### src/rtl/lpw_pkg.sv
package lpw_pkg;
  localparam int NMODE = 7;

  localparam int BIT_NH = 0;
  localparam int BIT_NL = 1;
  localparam int BIT_DH = 2;
  localparam int BIT_DL = 3;
  localparam int BIT_SL = 4;
  localparam int BIT_DS = 5;
  localparam int BIT_PD = 6;

  typedef logic [NMODE-1:0] mode_t;

  localparam mode_t M_NH = mode_t'(1 << BIT_NH);
  localparam mode_t M_NL = mode_t'(1 << BIT_NL);
  localparam mode_t M_DH = mode_t'(1 << BIT_DH);
  localparam mode_t M_DL = mode_t'(1 << BIT_DL);
  localparam mode_t M_SL = mode_t'(1 << BIT_SL);
  localparam mode_t M_DS = mode_t'(1 << BIT_DS);
  localparam mode_t M_PD = mode_t'(1 << BIT_PD);

  typedef enum logic [2:0] {
    RQ_NONE  = 3'd0,
    RQ_DOZE  = 3'd1,
    RQ_SLEEP = 3'd2,
    RQ_DEEP  = 3'd3,
    RQ_PDOWN = 3'd4
  } req_e;

  // True when a mode vector has the high-frequency gear.
  function automatic logic mode_is_high(input mode_t m);
    return m[BIT_NH] | m[BIT_DH];
  endfunction
endpackage

### src/rtl/lpw_tmr_flag.sv
module lpw_tmr_flag #(
  parameter int NTMR = 4
) (
  input  logic            clk,
  input  logic            rst,
  input  logic [NTMR-1:0] evt,
  input  logic            clr,
  output logic            flag
);
  logic any_evt;

  always_comb begin
    any_evt = 1'b0;
    for (int i = 0; i < NTMR; i++) any_evt = any_evt | evt[i];
  end

  // A new event outranks a simultaneous clear.
  always_ff @(posedge clk) begin
    if (rst)          flag <= 1'b0;
    else if (any_evt) flag <= 1'b1;
    else if (clr)     flag <= 1'b0;
  end
endmodule

### src/rtl/lpw_lat_cnt.sv
module lpw_lat_cnt #(
  parameter int CW = 9
) (
  input  logic          clk,
  input  logic          rst,
  input  logic          start,
  input  logic [CW-1:0] lat_val,
  output logic          busy,
  output logic          expire
);
  logic [CW-1:0] cnt_q;

  assign expire = busy && (cnt_q == '0);

  always_ff @(posedge clk) begin
    if (rst) begin
      busy  <= 1'b0;
      cnt_q <= '0;
    end else if (start) begin
      busy  <= 1'b1;
      cnt_q <= lat_val - CW'(1);
    end else if (busy) begin
      if (cnt_q == '0) busy <= 1'b0;
      else             cnt_q <= cnt_q - CW'(1);
    end
  end
endmodule

### src/rtl/lpw_gear_out.sv
module lpw_gear_out #(
  parameter int DIVW = 4
) (
  input  logic            clk,
  input  logic            rst,
  input  logic            hi_nx,
  input  logic [DIVW-1:0] div_hi,
  input  logic [DIVW-1:0] div_lo,
  output logic            gear_hi,
  output logic [DIVW-1:0] div_sel
);
  always_ff @(posedge clk) begin
    if (rst) begin
      gear_hi <= 1'b1;
      div_sel <= div_hi;
    end else begin
      gear_hi <= hi_nx;
      div_sel <= hi_nx ? div_hi : div_lo;
    end
  end
endmodule

### src/rtl/lpw_mode_fsm.sv
module lpw_mode_fsm
  import lpw_pkg::*;
#(
  parameter int CW       = 9,
  parameter int FAST_LAT = 3,
  parameter int DEEP_MAX = 499
) (
  input  logic          clk,
  input  logic          rst,
  input  logic          irq_pend,
  input  logic          flag,
  input  logic          pm_en,
  input  logic          gear_en,
  input  logic [CW-1:0] dsl_cfg,
  input  logic          req_valid,
  input  logic [2:0]    req_code,
  input  logic          ext_wake,
  input  logic          pwr_good,
  input  logic          busy,
  input  logic          expire,
  output logic          start,
  output logic [CW-1:0] lat_val,
  output mode_t         mode_q,
  output mode_t         mode_nx,
  output logic          wake_done,
  output logic          pwr_req,
  output logic          por_req
);
  logic          req_ok;
  logic          code_ok;
  logic          pwr_nx;
  logic          done_nx;
  logic          por_nx;
  logic [CW-1:0] deep_eff;

  // Deep-sleep latency: zero means one cycle, values above the cap saturate.
  always_comb begin
    if (dsl_cfg == '0)                 deep_eff = CW'(1);
    else if (dsl_cfg > CW'(DEEP_MAX))  deep_eff = CW'(DEEP_MAX);
    else                               deep_eff = dsl_cfg;
  end

  assign lat_val = (mode_q == M_DS) ? deep_eff : CW'(FAST_LAT);
  assign code_ok = (req_code >= RQ_DOZE) && (req_code <= RQ_PDOWN);
  assign req_ok  = req_valid && code_ok && pm_en && !flag && !busy;

  function automatic mode_t req_target(input logic [2:0] code, input logic from_hi);
    case (code)
      RQ_DOZE:  return from_hi ? M_DH : M_DL;
      RQ_SLEEP: return M_SL;
      RQ_DEEP:  return M_DS;
      default:  return M_PD;
    endcase
  endfunction

  always_comb begin
    mode_nx = mode_q;
    start   = 1'b0;
    pwr_nx  = pwr_req;
    done_nx = 1'b0;
    por_nx  = 1'b0;
    if (expire) begin
      mode_nx = M_NH;
      done_nx = 1'b1;
    end else if (!busy) begin
      case (mode_q)
        M_NH: begin
          if (req_ok)                              mode_nx = req_target(req_code, 1'b1);
          else if (gear_en && !irq_pend && !flag)  mode_nx = M_NL;
        end
        M_NL: begin
          if (irq_pend || flag || !gear_en)        start   = 1'b1;
          else if (req_ok)                         mode_nx = req_target(req_code, 1'b0);
        end
        M_DH: begin
          if (irq_pend)                            start   = 1'b1;
          else if (gear_en && !flag)               mode_nx = M_DL;
        end
        M_DL: begin
          if (irq_pend)                            start   = 1'b1;
          else if (flag || !gear_en)               mode_nx = M_DH;
        end
        M_SL: begin
          if (irq_pend || flag)                    start   = 1'b1;
        end
        M_DS: begin
          if (irq_pend || !pm_en)                  start   = 1'b1;
        end
        M_PD: begin
          if (pwr_req && pwr_good) begin
            mode_nx = M_NH;
            pwr_nx  = 1'b0;
            por_nx  = 1'b1;
            done_nx = 1'b1;
          end else if (ext_wake) begin
            pwr_nx  = 1'b1;
          end
        end
        default: mode_nx = M_NH;
      endcase
    end
  end

  always_ff @(posedge clk) begin
    if (rst) begin
      mode_q    <= M_NH;
      wake_done <= 1'b0;
      pwr_req   <= 1'b0;
      por_req   <= 1'b0;
    end else begin
      mode_q    <= mode_nx;
      wake_done <= done_nx;
      pwr_req   <= pwr_nx;
      por_req   <= por_nx;
    end
  end
endmodule

### src/rtl/lpw_mode_ctrl.sv
module lpw_mode_ctrl
  import lpw_pkg::*;
#(
  parameter int NTMR     = 4,
  parameter int DIVW     = 4,
  parameter int FAST_LAT = 3,
  parameter int DEEP_MAX = 499,
  localparam int CW      = $clog2(DEEP_MAX + 1)
) (
  input  logic            clk,
  input  logic            rst,
  input  logic            irq_pend,
  input  logic [NTMR-1:0] tmr_evt,
  input  logic            tmr_clr,
  input  logic            pm_en,
  input  logic            gear_en,
  input  logic [DIVW-1:0] div_hi_cfg,
  input  logic [DIVW-1:0] div_lo_cfg,
  input  logic [CW-1:0]   dsl_cfg,
  input  logic            req_valid,
  input  logic [2:0]      req_code,
  input  logic            ext_wake,
  input  logic            pwr_good,
  output logic [NMODE-1:0] mode_oh,
  output logic            gear_hi,
  output logic [DIVW-1:0] div_sel,
  output logic            wake_done,
  output logic            pwr_req,
  output logic            por_req,
  output logic            tmr_flag
);
  logic          start;
  logic          busy;
  logic          expire;
  logic [CW-1:0] lat_val;
  mode_t         mode_q;
  mode_t         mode_nx;

  lpw_tmr_flag #(.NTMR(NTMR)) flag_i (
    .clk (clk), .rst (rst), .evt (tmr_evt), .clr (tmr_clr), .flag (tmr_flag)
  );

  lpw_lat_cnt #(.CW(CW)) lat_i (
    .clk (clk), .rst (rst), .start (start), .lat_val (lat_val),
    .busy (busy), .expire (expire)
  );

  lpw_mode_fsm #(.CW(CW), .FAST_LAT(FAST_LAT), .DEEP_MAX(DEEP_MAX)) fsm_i (
    .clk (clk), .rst (rst), .irq_pend (irq_pend), .flag (tmr_flag),
    .pm_en (pm_en), .gear_en (gear_en), .dsl_cfg (dsl_cfg),
    .req_valid (req_valid), .req_code (req_code), .ext_wake (ext_wake),
    .pwr_good (pwr_good), .busy (busy), .expire (expire), .start (start),
    .lat_val (lat_val), .mode_q (mode_q), .mode_nx (mode_nx),
    .wake_done (wake_done), .pwr_req (pwr_req), .por_req (por_req)
  );

  lpw_gear_out #(.DIVW(DIVW)) gear_i (
    .clk (clk), .rst (rst), .hi_nx (mode_is_high(mode_nx)),
    .div_hi (div_hi_cfg), .div_lo (div_lo_cfg),
    .gear_hi (gear_hi), .div_sel (div_sel)
  );

  assign mode_oh = mode_q;
endmodule

### config.mk
export PLATFORM = sky130hd
export DESIGN_NAME = lpw_mode_ctrl
export DESIGN_NICKNAME = d
export VERILOG_FILES = /design/src/rtl/lpw_pkg.sv /design/src/rtl/lpw_tmr_flag.sv /design/src/rtl/lpw_lat_cnt.sv /design/src/rtl/lpw_gear_out.sv /design/src/rtl/lpw_mode_fsm.sv /design/src/rtl/lpw_mode_ctrl.sv
export SDC_FILE = /design/constraint.sdc
export NUM_CORES = 1
export LEC_CHECK = 0
export ABC_AREA = 1
export BUFFER_PORTS_ARGS = -buffer_cell sky130_fd_sc_hd__buf_2
export CORE_ASPECT_RATIO = 0.6
export CORE_MARGIN = 1
export CORE_UTILIZATION = 55
export CTS_BUF_LIST = sky130_fd_sc_hd__clkbuf_16
export CTS_CLUSTER_DIAMETER = 60
export DETAILED_ROUTE_END_ITERATION = 7
export PLACE_DENSITY = 0.9
export SLEW_MARGIN = 20
export SYNTH_ARGS = -nofsm -noshare
export SYNTH_HDL_FRONTEND = slang
export SYNTH_HIERARCHICAL = 1
export SYNTH_SLANG_ARGS = --single-unit
### constraint.sdc
create_clock -name clk -period 2.7 [get_ports clk]
set_input_delay 0.135 -clock clk [delete_from_list [all_inputs] [get_ports clk]]
set_output_delay 0.135 -clock clk [all_outputs]
set_load 0.005 [all_outputs]
### After elaboration in Yosys (flattened, before gate mapping)

Index checks and enable logic that the tools add are counted.

| word-level totals | value |
|---|---|
| bits in registers | 26 |
| bits of input ports | 33 |
| output and inout bits | 16 |
| logic and storage cells | 111 |

| operators by class | value |
|---|---|
| add/sub/neg operators | 2 |
| magnitude comparators | 3 |
| equal/unequal tests | 19 |
| muxes and demuxes | 40 |
| bitwise logic cells | 7 |
| reductions and logical operators | 30 |

Operators with widths:

| operator | count |
|---|---|
| two-way mux 7 bit | 9 |
| two-way mux 9 bit | 6 |
| one-hot mux 7 bit (3 select lines) | 2 |
| one-hot mux 7 bit (6 select lines) | 1 |
| zero test 9 bit | 2 |
| subtractor 9 x 1 -> 9 bit, second input constant | 2 |
| two-way mux 1 bit | 17 |
| logical AND 1 bit | 10 |
| inequality test 2 x 1 -> 1 bit, second input constant | 5 |
| AND reduction 10 bit | 1 |
| > comparator 9 bit, second input constant | 1 |
| two-way mux 4 bit | 2 |
| == test 7 x 1 -> 1 bit, second input constant | 1 |
| == test 7 x 2 -> 1 bit, second input constant | 1 |
| == test 7 x 3 -> 1 bit, second input constant | 1 |
| == test 7 x 4 -> 1 bit, second input constant | 1 |
| == test 7 x 5 -> 1 bit, second input constant | 1 |
| == test 7 x 6 -> 1 bit, second input constant | 1 |
| == test 7 bit, second input constant | 1 |
| == test 3 x 2 -> 1 bit, second input constant | 2 |
| two-way mux 3 bit | 2 |
| inequality test 2 bit, second input constant | 3 |
| nonzero test 2 bit | 3 |
| OR reduction 2 bit | 3 |
| 11 further kinds | 23 |

### Longest topological paths before layout

Gate-level depths: netlist of the first run.

| logic depth | value |
|---|---|
| word-level depth | 14 |
| gate-level depth with buffers | 19 |
| gate-level depth less buffers | 18 |

### Hierarchy

Netlist of the first run, hierarchy kept.

Modules (own cells, without submodules):

| module | instances | cells each | area each (um2) | seq. area each (um2) |
|---|---|---|---|---|
| lpw_mode_fsm | 1 | 174 | 1079.8 | 200.2 |
| lpw_lat_cnt | 1 | 145 | 879.6 | 200.2 |
| lpw_gear_out | 1 | 19 | 160.2 | 100.1 |
| lpw_tmr_flag | 1 | 9 | 51.3 | 20.0 |
| lpw_mode_ctrl | 1 | 3 | 11.3 | 0.0 |

### Least setup slack after synthesis of the first run

OpenSTA, ideal clock, no wires.

| timing | value |
|---|---|
| kind | register to register |
| start point | reg lat_i.cnt_q[5] |
| end point | reg lat_i.cnt_q[6] |
| library setup time | 111 ps |
| arrival time | 2252 ps |
| data required time | 2589 ps |
| path slack | 337 ps |
| cell stages (with the launch flop) | 17 |
| buffers on the path | 1 |
| clock period less this slack | 2363 ps |
| path through | dfxtp_1 inv_1 nand3_1 nor3_1 nor2_1 inv_1 a31oi_1 buf_6 o21ai_1 inv_1 ha_1 inv_1 a21oi_1 nand2_1 nand2_1 nor2_1 nor2_1 |

| on the way | value |
|---|---|
| word-level cells in the longest chain between the ends | 5 |
| elaborated cells on any way between the ends | 10 |
| those cells by class | 1 x add/sub; 1 x eq/ne; 4 x mux; 4 x reduce/logical |

Ends and longest elaborated chain:

| element | line | text |
|---|---|---|
| start: declaration | lpw_lat_cnt.sv:11 | `logic [CW-1:0] cnt_q;` |
| start signal: assignment | lpw_lat_cnt.sv:21 | `cnt_q <= lat_val - CW'(1);` |
| start signal: assignment | lpw_lat_cnt.sv:24 | `else cnt_q <= cnt_q - CW'(1);` |
| zero test 9 bit (*) | lpw_lat_cnt.sv:13 | `assign expire = busy && (cnt_q == '0);` |
| logical AND 1 bit (*) | lpw_lat_cnt.sv:13 |  |
| via expire | lpw_mode_ctrl.sv:34 | `logic expire;` |
| two-way mux 1 bit (*) | lpw_mode_fsm.sv:62 | `if (expire) begin` |
| via start | lpw_mode_ctrl.sv:32 | `logic start;` |
| inequality test 2 x 1 -> 1 bit (no source line) / nonzero test 2 bit (equally long branches) | n/a |  |
| AND reduction 2 bit (no source line) | n/a |  |

Mark *: on every way through the listed nets, which the timed path passes. The rest lies on a longest branch. The select of a mux whose other input is x is not followed.
A chain may end at the register's enable or synchronous reset.

### Worst setup path after layout of the first run

| timing | value |
|---|---|
| start point | reg fsm_i.mode_q[3] |
| end point | reg lat_i.cnt_q[4] |

| on the way | value |
|---|---|
| word-level cells in the longest chain between the ends | 7 |
| elaborated cells on any way between the ends | 15 |
| those cells by class | 1 x add/sub; 6 x eq/ne; 5 x mux; 3 x reduce/logical |

Ends and longest elaborated chain:

| element | line | text |
|---|---|---|
| start: declaration | lpw_mode_fsm.sv:23 | `output mode_t mode_q,` |
| start signal: assignment | lpw_mode_fsm.sv:111 | `mode_q <= mode_nx;` |
| == test 7 x 3 -> 1 bit / == test 7 x 4 -> 1 bit (equally long branches) | lpw_mode_fsm.sv:66 | `case (mode_q)` |
| OR reduction 2 bit (no source line) | n/a |  |
| one-hot mux 1 bit (4 select lines) (*) | lpw_mode_fsm.sv:66 |  |
| two-way mux 1 bit (*) | lpw_mode_fsm.sv:65 | `end else if (!busy) begin` |
| two-way mux 1 bit (*) | lpw_mode_fsm.sv:62 |  |
| via start | lpw_mode_ctrl.sv:32 |  |
| inequality test 2 x 1 -> 1 bit (no source line) / nonzero test 2 bit (equally long branches) | n/a |  |
| AND reduction 2 bit (no source line) | n/a |  |

Mark *: on every way through the listed nets, which the timed path passes. The rest lies on a longest branch.

==> results.rst, run 1 <==
.. list-table::
   :header-rows: 1

   * - Metric
     - Value
   * - Status
     - finished clean
   * - Total wirelength of the detailed-routed design
     - 5.60 mm
   * - Data arrival at the endpoint of the critical path
     - 2.63 ns
   * - Vias in the first global route
     - 2017
   * - Final instance area
     - 2600 um2
   * - Critical path class
     - flip-flop to flip-flop
   * - Number of diodes added for antenna fixing
     - 0
   * - Endpoints failing setup
     - 0
   * - Number of CTS-inserted buffers
     - 3
   * - Count of boundary I/O pins
     - 49
   * - Deepest clock path buffer count
     - 2
   * - Global Route met3 Usage
     - 0.0839
   * - Class of the most critical hold timing path
     - primary input to flip-flop
   * - Count of nets left with antenna violations after detail routing
     - 0
   * - Placed standard-cell area
     - 2480 um2
   * - Number of remaining DRC errors
     - 0
   * - Number of sinks driven by the clock tree
     - 26
   * - Synth warn
     - 6
   * - Leakage Power
     - 1.44 nW
   * - GRT Util Overall
     - 0.279
   * - Leading cell type in the layout, fill and taps excluded
     - sky130_fd_sc_hd__nand2_1
   * - Type of origin of the critical path
     - flip-flop
   * - Number of maximum-capacitance constraint violations
     - 0
   * - GR Layer Usage met2
     - 0.400
   * - Top fanout value on the critical path
     - 10
   * - WHS Path Cells
     - 3
   * - Placement Rows
     - 17
   * - Pin count of the biggest net entering global routing
     - 21
   * - Area Overhead vs Synth
     - 20.1%
   * - Global routing usage on met1
     - 0.395
   * - Via Count
     - 2340
   * - Clock transition at path regs
     - 0.06 ns
   * - Area of the die
     - 4200 um2
   * - Mapped Nets
     - 379
   * - Gp weighted congestion
     - 0.984
   * - Mean instance size in the synthesized netlist
     - 6.27 um2
   * - Count of mapped cells out of synthesis
     - 345
   * - Wire length of the first global-routing pass
     - 9.23 mm
   * - Final hold viol count
     - 0
   * - Time the final worst path needs with I/O delays and setup
     - 2.49 ns
   * - TritonCTS clock tree
     - yes
   * - H-tree levels
     - 1
   * - Library cell used as clock root buffer
     - sky130_fd_sc_hd__clkbuf_16
   * - Chip Width
     - 83.0 um
   * - Post-Route Setup TNS
     - 0 ns
   * - Number of slew-limit violations in the final report
     - 0
   * - Final Power
     - 0.00158 W
   * - Detailed-router iteration count before antenna repair
     - 5
   * - Maximum clock rate
     - 402 MHz
   * - Required time at the endpoint of the critical path
     - 2.84 ns
   * - Element type at the critical path end
     - flip-flop
   * - Power per standard cell area
     - 610 nW/um2
   * - Worst vdd ir
     - 0.604 mV
   * - Initial detailed-routing violation count
     - 253
   * - IO Port Bufs
     - 48
   * - Number of buffers inserted by post-CTS setup repair
     - 0
   * - Vias per inst
     - 5.21
   * - Count of nets after finishing
     - 437
   * - Die height
     - 50.6 um
   * - Estimated wirelength of the detail-placed design
     - 4.52 mm
   * - Relative slew slack
     - 0.649
   * - Initial standard-cell utilization of the core
     - 0.581
   * - R2R cell count
     - 18
   * - Number of antenna violations at the first check in global routing
     - 0
   * - Area of the mapped netlist
     - 2160 um2
   * - Actual transition at the worst max-transition pin
     - 0.521 ns
   * - Congestion Overflow GR
     - 0
   * - Layout Skew
     - 0.00427 ns
   * - Period utilisation layout
     - 0.922
   * - Routed wire per std cell
     - 12.5 um
   * - Most frequent cells in the layout
     - sky130_fd_sc_hd__nand2_1 (88), sky130_fd_sc_hd__inv_1 (58), sky130_fd_sc_hd__buf_2 (48)
   * - Most used routing layer in global routing
     - met2
   * - Share of layout cells above drive strength 1
     - 0.299
   * - Clock latency on the worst-skew pair
     - 0.26 ns
   * - Filler Cells Inserted
     - 308
   * - RSZ-0062 raised after global routing
     - no
   * - Core region area
     - 3720 um2
-- worst max-delay path, cell delays in order, from the launching register on --
cell and delay (ns):
sky130_fd_sc_hd__dfxtp_1 0.38, sky130_fd_sc_hd__nor2_4 0.21, sky130_fd_sc_hd__nand2_4 0.12, sky130_fd_sc_hd__nor2_8 0.13, sky130_fd_sc_hd__inv_2 0.08, sky130_fd_sc_hd__o21ai_2 0.11, sky130_fd_sc_hd__nand2_1 0.06, sky130_fd_sc_hd__a31oi_1 0.13
sky130_fd_sc_hd__buf_4 0.20, sky130_fd_sc_hd__nand2_1 0.07, sky130_fd_sc_hd__o21ai_1 0.10, sky130_fd_sc_hd__inv_1 0.06, sky130_fd_sc_hd__ha_1 0.19, sky130_fd_sc_hd__inv_1 0.13, sky130_fd_sc_hd__a21oi_2 0.06, sky130_fd_sc_hd__nand2_1 0.08
sky130_fd_sc_hd__nand2_1 0.08, sky130_fd_sc_hd__nand2_1 0.10, sky130_fd_sc_hd__a21oi_2 0.06
-- where the power goes --
part	switching (W)	internal, W	total, W
sequential	0.0000223	0.000437	0.000459
combinational	0.000444	0.000251	0.000695
clock	0.000135	0.000295	0.000430
-- flip-flops by register name, summed over array words and instances (netlist names) --
register / flops
flag_i/flag: 1
fsm_i/mode_q: 7
fsm_i/por_req: 1
fsm_i/pwr_req: 1
fsm_i/wake_done: 1
gear_i/div_sel: 4
gear_i/gear_hi: 1
lat_i/busy: 1
lat_i/cnt_q: 9
-- layout make-up --
cell class / count / area, um2 / area share
multi-input cells: 248 / 1340 / 0.516
flip-flops and latches: 26 / 520 / 0.200
repair buffers: 57 / 308 / 0.118
inverters: 67 / 264 / 0.102
clock buffers: 3 / 75.1 / 0.0289
well taps: 47 / 58.8 / 0.0226
clock inverters: 1 / 30.0 / 0.0116
-- repair_timing --
item,4_1_cts,5_1_grt
endpoints found under the setup margin,0,2
hold buffers,0,0
resized for setup,0,2
-- metrics by stage --
step	util	hold slack [ns]	worst slack (ns)	instances
detailed placement	0.667	0.342	0.228	445
floorplan	-	0.197	0.337	345
finish	0.698	0.0713	0.211	449
global placement	0.667	0.337	0.380	445
CTS	0.695	0.0740	0.186	449
global route	0.698	0.0762	0.0396	449
-- layer usage --
metal	up-vias	wire (um)
li1	1184	-
met1	1010	2660
met2	134	2240
met3	12	615
met4	0	91
met5	-	0
-- final timing paths --
path | start | endpoint | slack, ns
setup / recovery | fsm_i/mode_q[3] | lat_i/cnt_q[4] | 0.21
setup reg to reg | fsm_i/mode_q[3] | lat_i/cnt_q[4] | 0.21
hold / removal | div_lo_cfg[0] | gear_i/div_sel[0] | 0.07
hold reg to reg | lat_i/cnt_q[4] | lat_i/cnt_q[4] | 0.51
Power figures use the tool's default switching activity.
==> inputs of run 2 (changes only) <==
Settings changed: ABC_CLOCK_PERIOD_IN_PS from default to 2700, REMOVE_ABC_BUFFERS from default to 1.
==> run 2 against run 1 <==
  * Utilization is 0.13 points lower
  * Worst setup slack better by 0.021 ns
  * Hold slack improved by 0.0024 ns
  * Sequential power hardly changed
  * Critical path type unchanged
  * Combinational power fell by 1%
  * Count of clock-buffer cells in the layout is the same
==> results.rst, run 2 (synthesis results as in run 1) <==
.. list-table::
   :header-rows: 1

   * - Metric
     - Value
   * - Clock latency on the worst-skew pair
     - 0.26 ns
   * - Share of layout cells above drive strength 1
     - 0.299
   * - Element type at the critical path end
     - flip-flop
   * - Largest regs
     - lat_i/cnt_q: 9 flops, fsm_i/mode_q: 7 flops, gear_i/div_sel: 4 flops
   * - Library cell used as clock root buffer
     - sky130_fd_sc_hd__clkbuf_16
   * - Placed standard-cell area
     - 2480 um2
   * - WHS Path Cells
     - 3
   * - Post-Place Worst Slack
     - 0.232 ns
   * - Placed instance count
     - 444
   * - Number of hold buffers added after CTS
     - 0
   * - Gp weighted congestion
     - 0.989
   * - Switching fraction of total power
     - 0.377
   * - Number of sinks driven by the clock tree
     - 26
   * - Number of remaining DRC errors
     - 0
   * - R2R cell count
     - 18
   * - Estimated wirelength of the detail-placed design
     - 4.51 mm
   * - Largest reg by FF count
     - lat_i/cnt_q
   * - Share of total power in sequential cells
     - 0.291
   * - Count of nets after finishing
     - 436
   * - Status
     - finished clean
   * - Initial standard-cell utilization of the core
     - 0.581
   * - Max FFs per register
     - 9
   * - Final Non-Filler Cells
     - 448
   * - Number of slew-limit violations in the final report
     - 0
   * - Routed wire per std cell
     - 12.6 um
   * - Worst vdd ir
     - 0.487 mV
   * - Number of maximum-capacitance constraint violations
     - 0
   * - Endpoints failing setup
     - 0
   * - IO Port Bufs
     - 48
   * - Pin count of the biggest net entering global routing
     - 21
   * - Required time at the endpoint of the critical path
     - 2.86 ns
   * - Chip Width
     - 83.0 um
   * - Wire length of the first global-routing pass
     - 9.40 mm
   * - Most frequent cells in the layout
     - sky130_fd_sc_hd__nand2_1 (88), sky130_fd_sc_hd__inv_1 (58), sky130_fd_sc_hd__buf_2 (48)
   * - TritonCTS clock tree
     - yes
   * - Class of the most critical hold timing path
     - primary input to flip-flop
   * - Number of antenna violations at the first check in global routing
     - 0
   * - Crit path setup slack, layout
     - 0.233 ns
   * - Vias in the first global route
     - 2061
   * - Worst Setup SP
     - lat_i/cnt_q[0]
   * - Relative slew slack
     - 0.647
   * - H-tree levels
     - 1
   * - Layout Skew
     - 0.00414 ns
   * - Detailed-router iteration count before antenna repair
     - 5
   * - Time the final worst path needs with I/O delays and setup
     - 2.47 ns
   * - Capture point of the worst reg-to-reg path
     - lat_i/cnt_q[7]
   * - Die height
     - 50.6 um
   * - Maximum clock rate
     - 405 MHz
   * - Net switching power
     - 0.000593 W
   * - Period utilisation layout
     - 0.914
   * - Count of boundary I/O pins
     - 49
   * - Data arrival at the endpoint of the critical path
     - 2.63 ns
   * - Count of nets left with antenna violations after detail routing
     - 0
   * - Leading cell type in the layout, fill and taps excluded
     - sky130_fd_sc_hd__nand2_1
   * - Leakage Power
     - 1.43 nW
   * - Combinational share of power
     - 0.436
   * - Congestion Overflow GR
     - 0
   * - GRT Util Overall
     - 0.283
   * - Register-to-register setup slack
     - 0.23 ns
   * - Capture endpoint of the worst hold path
     - gear_i/div_sel[0]
   * - Area Overhead vs Synth
     - 19.8%
   * - Post-Route Setup TNS
     - 0 ns
   * - Top fanout value on the critical path
     - 11
   * - Type of origin of the critical path
     - flip-flop
   * - Clock network power share
     - 0.272
   * - Vias per inst
     - 5.27
   * - Cell internal pwr
     - 0.000982 W
   * - Number of CTS-inserted buffers
     - 3
   * - Total wirelength of the detailed-routed design
     - 5.65 mm
   * - Final instance area
     - 2590 um2
   * - Initial detailed-routing violation count
     - 207
   * - Area of the die
     - 4200 um2
   * - Via Count
     - 2360
   * - Power per standard cell area
     - 607 nW/um2
   * - Launch instance of the worst min-delay path
     - div_lo_cfg[0]
   * - Final hold viol count
     - 0
   * - Reg-to-reg critical path startpoint
     - lat_i/cnt_q[0]
   * - Final hold slack
     - 0.0737 ns
   * - Placement Rows
     - 17
   * - Clock transition at path regs
     - 0.06 ns
   * - Core region area
     - 3720 um2
   * - Deepest clock path buffer count
     - 2
   * - Actual transition at the worst max-transition pin
     - 0.524 ns
   * - Number of diodes added for antenna fixing
     - 0
   * - Critical path class
     - flip-flop to flip-flop
==> run 2: final cells by class <==
cell class                 count  area (um2)
clock buffer                   3        75.1
clock inverter                 1        30.0
fill                         312        1130
inverter                      67         264
multi-input combinational    248        1340
sequential                    26         520
tap                           47        58.8
timing repair buffer          56         300
==> run 2: how the worst max path moves through the flow <==
stage	to	depth (start not counted)	slack, ns
CTS	lat_i/cnt_q[6]	18	0.20
finish	lat_i/cnt_q[7]	18	0.23
floorplan	lat_i/cnt_q[6]	17	-0.05
global placement	lat_i/cnt_q[6]	18	0.39
global route	lat_i/cnt_q[7]	18	-0.003
detailed placement	lat_i/cnt_q[6]	18	0.23
==> run 2: through the flow <==
step           utilization  power (W)
4_1_cts              0.693    0.00157
3_5_place_dp         0.665    0.00114
6_report             0.696    0.00157
5_1_grt              0.696    0.00168
3_3_place_gp         0.665    0.00112
2_1_floorplan            -   0.000930
==> run 2: power by group through the flow <==
stage	Sequential [W]	Clock (W)	Combinational [W]
after detailed placement	0.000467	0	0.000668
after floorplan	0.000483	0	0.000447
final	0.000459	0.000429	0.000687
after global placement	0.000466	0	0.000650
after global routing	0.000463	0.000454	0.000764
after CTS	0.000459	0.000438	0.000672
==> run 2: per-layer routing <==
metal | global-route usage | routed length (um) | vias up
met5 | 0 | 0 | -
met4 | 0.0402 | 32 | 0
met3 | 0.0641 | 689 | 4
met2 | 0.451 | 2300 | 146
met1 | 0.400 | 2630 | 1023
li1 | - | - | 1187
==> run 2: repair_timing <==
item | CTS | global route
resized for setup | 0 | 3
setup endpoints to repair | 0 | 3
buffers inserted | 0 | 0
==> run 2: worst max-delay path, stage by stage (launching register included) <==
cell	delay [ns]
sky130_fd_sc_hd__dfxtp_1	0.34
sky130_fd_sc_hd__nor2_1	0.16
sky130_fd_sc_hd__nand3_1	0.13
sky130_fd_sc_hd__nor3_1	0.21
sky130_fd_sc_hd__nor2_1	0.09
sky130_fd_sc_hd__inv_1	0.12
sky130_fd_sc_hd__a31oi_1	0.06
sky130_fd_sc_hd__buf_4	0.19
sky130_fd_sc_hd__inv_6	0.06
sky130_fd_sc_hd__buf_4	0.20
sky130_fd_sc_hd__nand2_2	0.11
sky130_fd_sc_hd__nand2_2	0.11
sky130_fd_sc_hd__nand2_1	0.11
sky130_fd_sc_hd__nor2_4	0.14
sky130_fd_sc_hd__nand2_1	0.07
sky130_fd_sc_hd__nand2_1	0.06
sky130_fd_sc_hd__nand3_1	0.09
sky130_fd_sc_hd__nand2_1	0.09
sky130_fd_sc_hd__inv_1	0.04
==> inputs of run 3 (changes only) <==
Settings changed: CORE_UTILIZATION 55 to 56, CTS_BUF_LIST sky130_fd_sc_hd__clkbuf_16 to sky130_fd_sc_hd__clkbuf_4, PLACE_DENSITY 0.9 to 0.91.
==> run 3 against run 2 <==
  * Global-route usage is 1.6 points higher
  * Critical path depth unchanged
  * Flip-flop and latch count did not move
  * Utilization up 1.4 points
  * First-iteration DRC count rose by 25%
  * Combinational power increased by 3%
  * Via count is 3.6% higher
  * Total power shrank 8.0%
  * Die area down 1.7%
==> results.rst, run 3 (synthesis results as in run 1) <==
.. list-table::
   :header-rows: 1

   * - Metric
     - Value
   * - Congestion Overflow GR
     - 0
   * - Multi-input logic area
     - 1350 um2
   * - Required time at the endpoint of the critical path
     - 2.92 ns
   * - Element type at the critical path end
     - flip-flop
   * - Die height
     - 50.1 um
   * - Detailed-router iteration count before antenna repair
     - 5
   * - Critical path class
     - flip-flop to flip-flop
   * - Via Count
     - 2445
   * - Top fanout value on the critical path
     - 11
   * - Filler Cells Inserted
     - 309
   * - IO Port Bufs
     - 48
   * - Maximum clock rate
     - 399 MHz
   * - Count of boundary I/O pins
     - 49
   * - Estimated wirelength of the detail-placed design
     - 4.66 mm
   * - Deepest clock path buffer count
     - 2
   * - Power per standard cell area
     - 554 nW/um2
   * - Register-to-register setup slack
     - 0.20 ns
   * - Number of maximum-capacitance constraint violations
     - 0
   * - Number of slew-limit violations in the final report
     - 0
   * - Share of layout cells above drive strength 1
     - 0.301
   * - Wire length of the first global-routing pass
     - 9.36 mm
   * - Area Overhead vs Synth
     - 20.8%
   * - Number of sinks driven by the clock tree
     - 26
   * - Type of origin of the critical path
     - flip-flop
   * - Endpoints failing setup
     - 0
   * - Post-Place Worst Slack
     - 0.178 ns
   * - Final Power
     - 0.00145 W
   * - Leakage Power
     - 1.44 nW
   * - Period utilisation layout
     - 0.928
   * - Placement Rows
     - 17
   * - Class of the most critical hold timing path
     - primary input to flip-flop
   * - Count of nets left with antenna violations after detail routing
     - 0
   * - Most frequent cells in the layout
     - sky130_fd_sc_hd__nand2_1 (88), sky130_fd_sc_hd__inv_1 (58), sky130_fd_sc_hd__buf_2 (48)
   * - Total wirelength of the detailed-routed design
     - 5.82 mm
   * - Leading cell type in the layout, fill and taps excluded
     - sky130_fd_sc_hd__nand2_1
   * - Final hold slack
     - 0.0237 ns
   * - Crit path setup slack, layout
     - 0.196 ns
   * - Clock transition at path regs
     - 0.15 ns
   * - TritonCTS clock tree
     - yes
   * - Post-Route Setup TNS
     - 0 ns
   * - Relative slew slack
     - 0.623
   * - Largest regs
     - lat_i/cnt_q: 9 flops, fsm_i/mode_q: 7 flops, gear_i/div_sel: 4 flops
   * - Combined flip-flop and latch cell area
     - 522 um2
   * - Actual transition at the worst max-transition pin
     - 0.560 ns
   * - Time the final worst path needs with I/O delays and setup
     - 2.50 ns
   * - Worst vdd ir
     - 0.354 mV
   * - Data arrival at the endpoint of the critical path
     - 2.73 ns
   * - Gp weighted congestion
     - 0.938
   * - Chip Width
     - 82.2 um
   * - Initial detailed-routing violation count
     - 258
   * - Pin count of the biggest net entering global routing
     - 21
   * - Library cell used as clock root buffer
     - sky130_fd_sc_hd__clkbuf_4
   * - Status
     - finished clean
   * - Vias per inst
     - 5.37
   * - Max FFs per register
     - 9
   * - GRT Util Overall
     - 0.299
   * - Initial standard-cell utilization of the core
     - 0.588
   * - Layout Skew
     - 0.00947 ns
   * - Number of CTS-inserted buffers
     - 3
   * - H-tree levels
     - 1
   * - Placed standard-cell area
     - 2480 um2
   * - Largest reg by FF count
     - lat_i/cnt_q
   * - Final hold viol count
     - 0
   * - Number of diodes added for antenna fixing
     - 0
   * - Routed wire per std cell
     - 12.8 um
   * - Number of remaining DRC errors
     - 0
   * - Area of the die
     - 4120 um2
   * - Count of nets after finishing
     - 443
   * - Vias in the first global route
     - 2095
   * - Core region area
     - 3680 um2
   * - Number of antenna violations at the first check in global routing
     - 0
   * - Clock latency on the worst-skew pair
     - 0.33 ns
   * - Final instance area
     - 2610 um2
==> run 3: final timing paths <==
kind,start,end,depth (start not counted)
setup / recovery,fsm_i/mode_q[3],lat_i/cnt_q[3],18
hold / removal,div_hi_cfg[0],gear_i/div_sel[0],3
setup reg to reg,fsm_i/mode_q[3],lat_i/cnt_q[3],18
hold reg to reg,lat_i/cnt_q[1],lat_i/cnt_q[1],2
==> run 3: routing by layer <==
layer | vias up | global-route usage | share of wire
li1 | 1201 | - | -
met1 | 1084 | 0.437 | 0.46
met2 | 152 | 0.471 | 0.41
met5 | - | 0 | 0
met4 | 0 | 0.0322 | 0.0070
met3 | 8 | 0.0509 | 0.12
==> run 3: power by group <==
group          switching [W]  leakage (nW)  internal, W
logic               0.000442          1.20     0.000265
clock network       0.000125        0.0279     0.000150
registers          0.0000291         0.213     0.000437
total               0.000596          1.44     0.000852
==> run 3: cell type report <==
class,instances,share of cell area
multi-input combinational,248,0.517
clock buffer,3,0.00862
timing repair buffer,63,0.140
sequential,26,0.200
tap,47,0.0225
inverter,67,0.101
clock inverter,1,0.0115
==> run 3: timing repair <==
item | CTS | global route
setup endpoints to repair | 0 | 7
buffers inserted | 0 | 2
hold buffers | 5 | 0
hold endpoints to repair | 4 | 0
gates resized for setup | 0 | 6
==> run 3: stage by stage <==
stage,instances,util
floorplan,341,-
global placement,444,0.673
finish,455,0.710
CTS,453,0.701
global route,455,0.710
detailed placement,444,0.673
==> run 3: worst max-delay path: stages, from the launching register on <==
cell                      delay [ns]
sky130_fd_sc_hd__dfxtp_2        0.39
sky130_fd_sc_hd__nor2_4         0.18
sky130_fd_sc_hd__nand2_4        0.12
sky130_fd_sc_hd__nor2_8         0.12
sky130_fd_sc_hd__inv_2          0.09
sky130_fd_sc_hd__o21ai_2        0.13
sky130_fd_sc_hd__nand2_1        0.07
sky130_fd_sc_hd__a31oi_1        0.16
sky130_fd_sc_hd__buf_4          0.21
sky130_fd_sc_hd__inv_6          0.03
sky130_fd_sc_hd__buf_4          0.18
sky130_fd_sc_hd__nand2_2        0.11
sky130_fd_sc_hd__nand2_2        0.09
sky130_fd_sc_hd__nand2_1        0.14
sky130_fd_sc_hd__o21ai_0        0.09
sky130_fd_sc_hd__nand2_1        0.10
sky130_fd_sc_hd__nand2_1        0.06
sky130_fd_sc_hd__nand2_1        0.06
sky130_fd_sc_hd__nor2_1         0.03
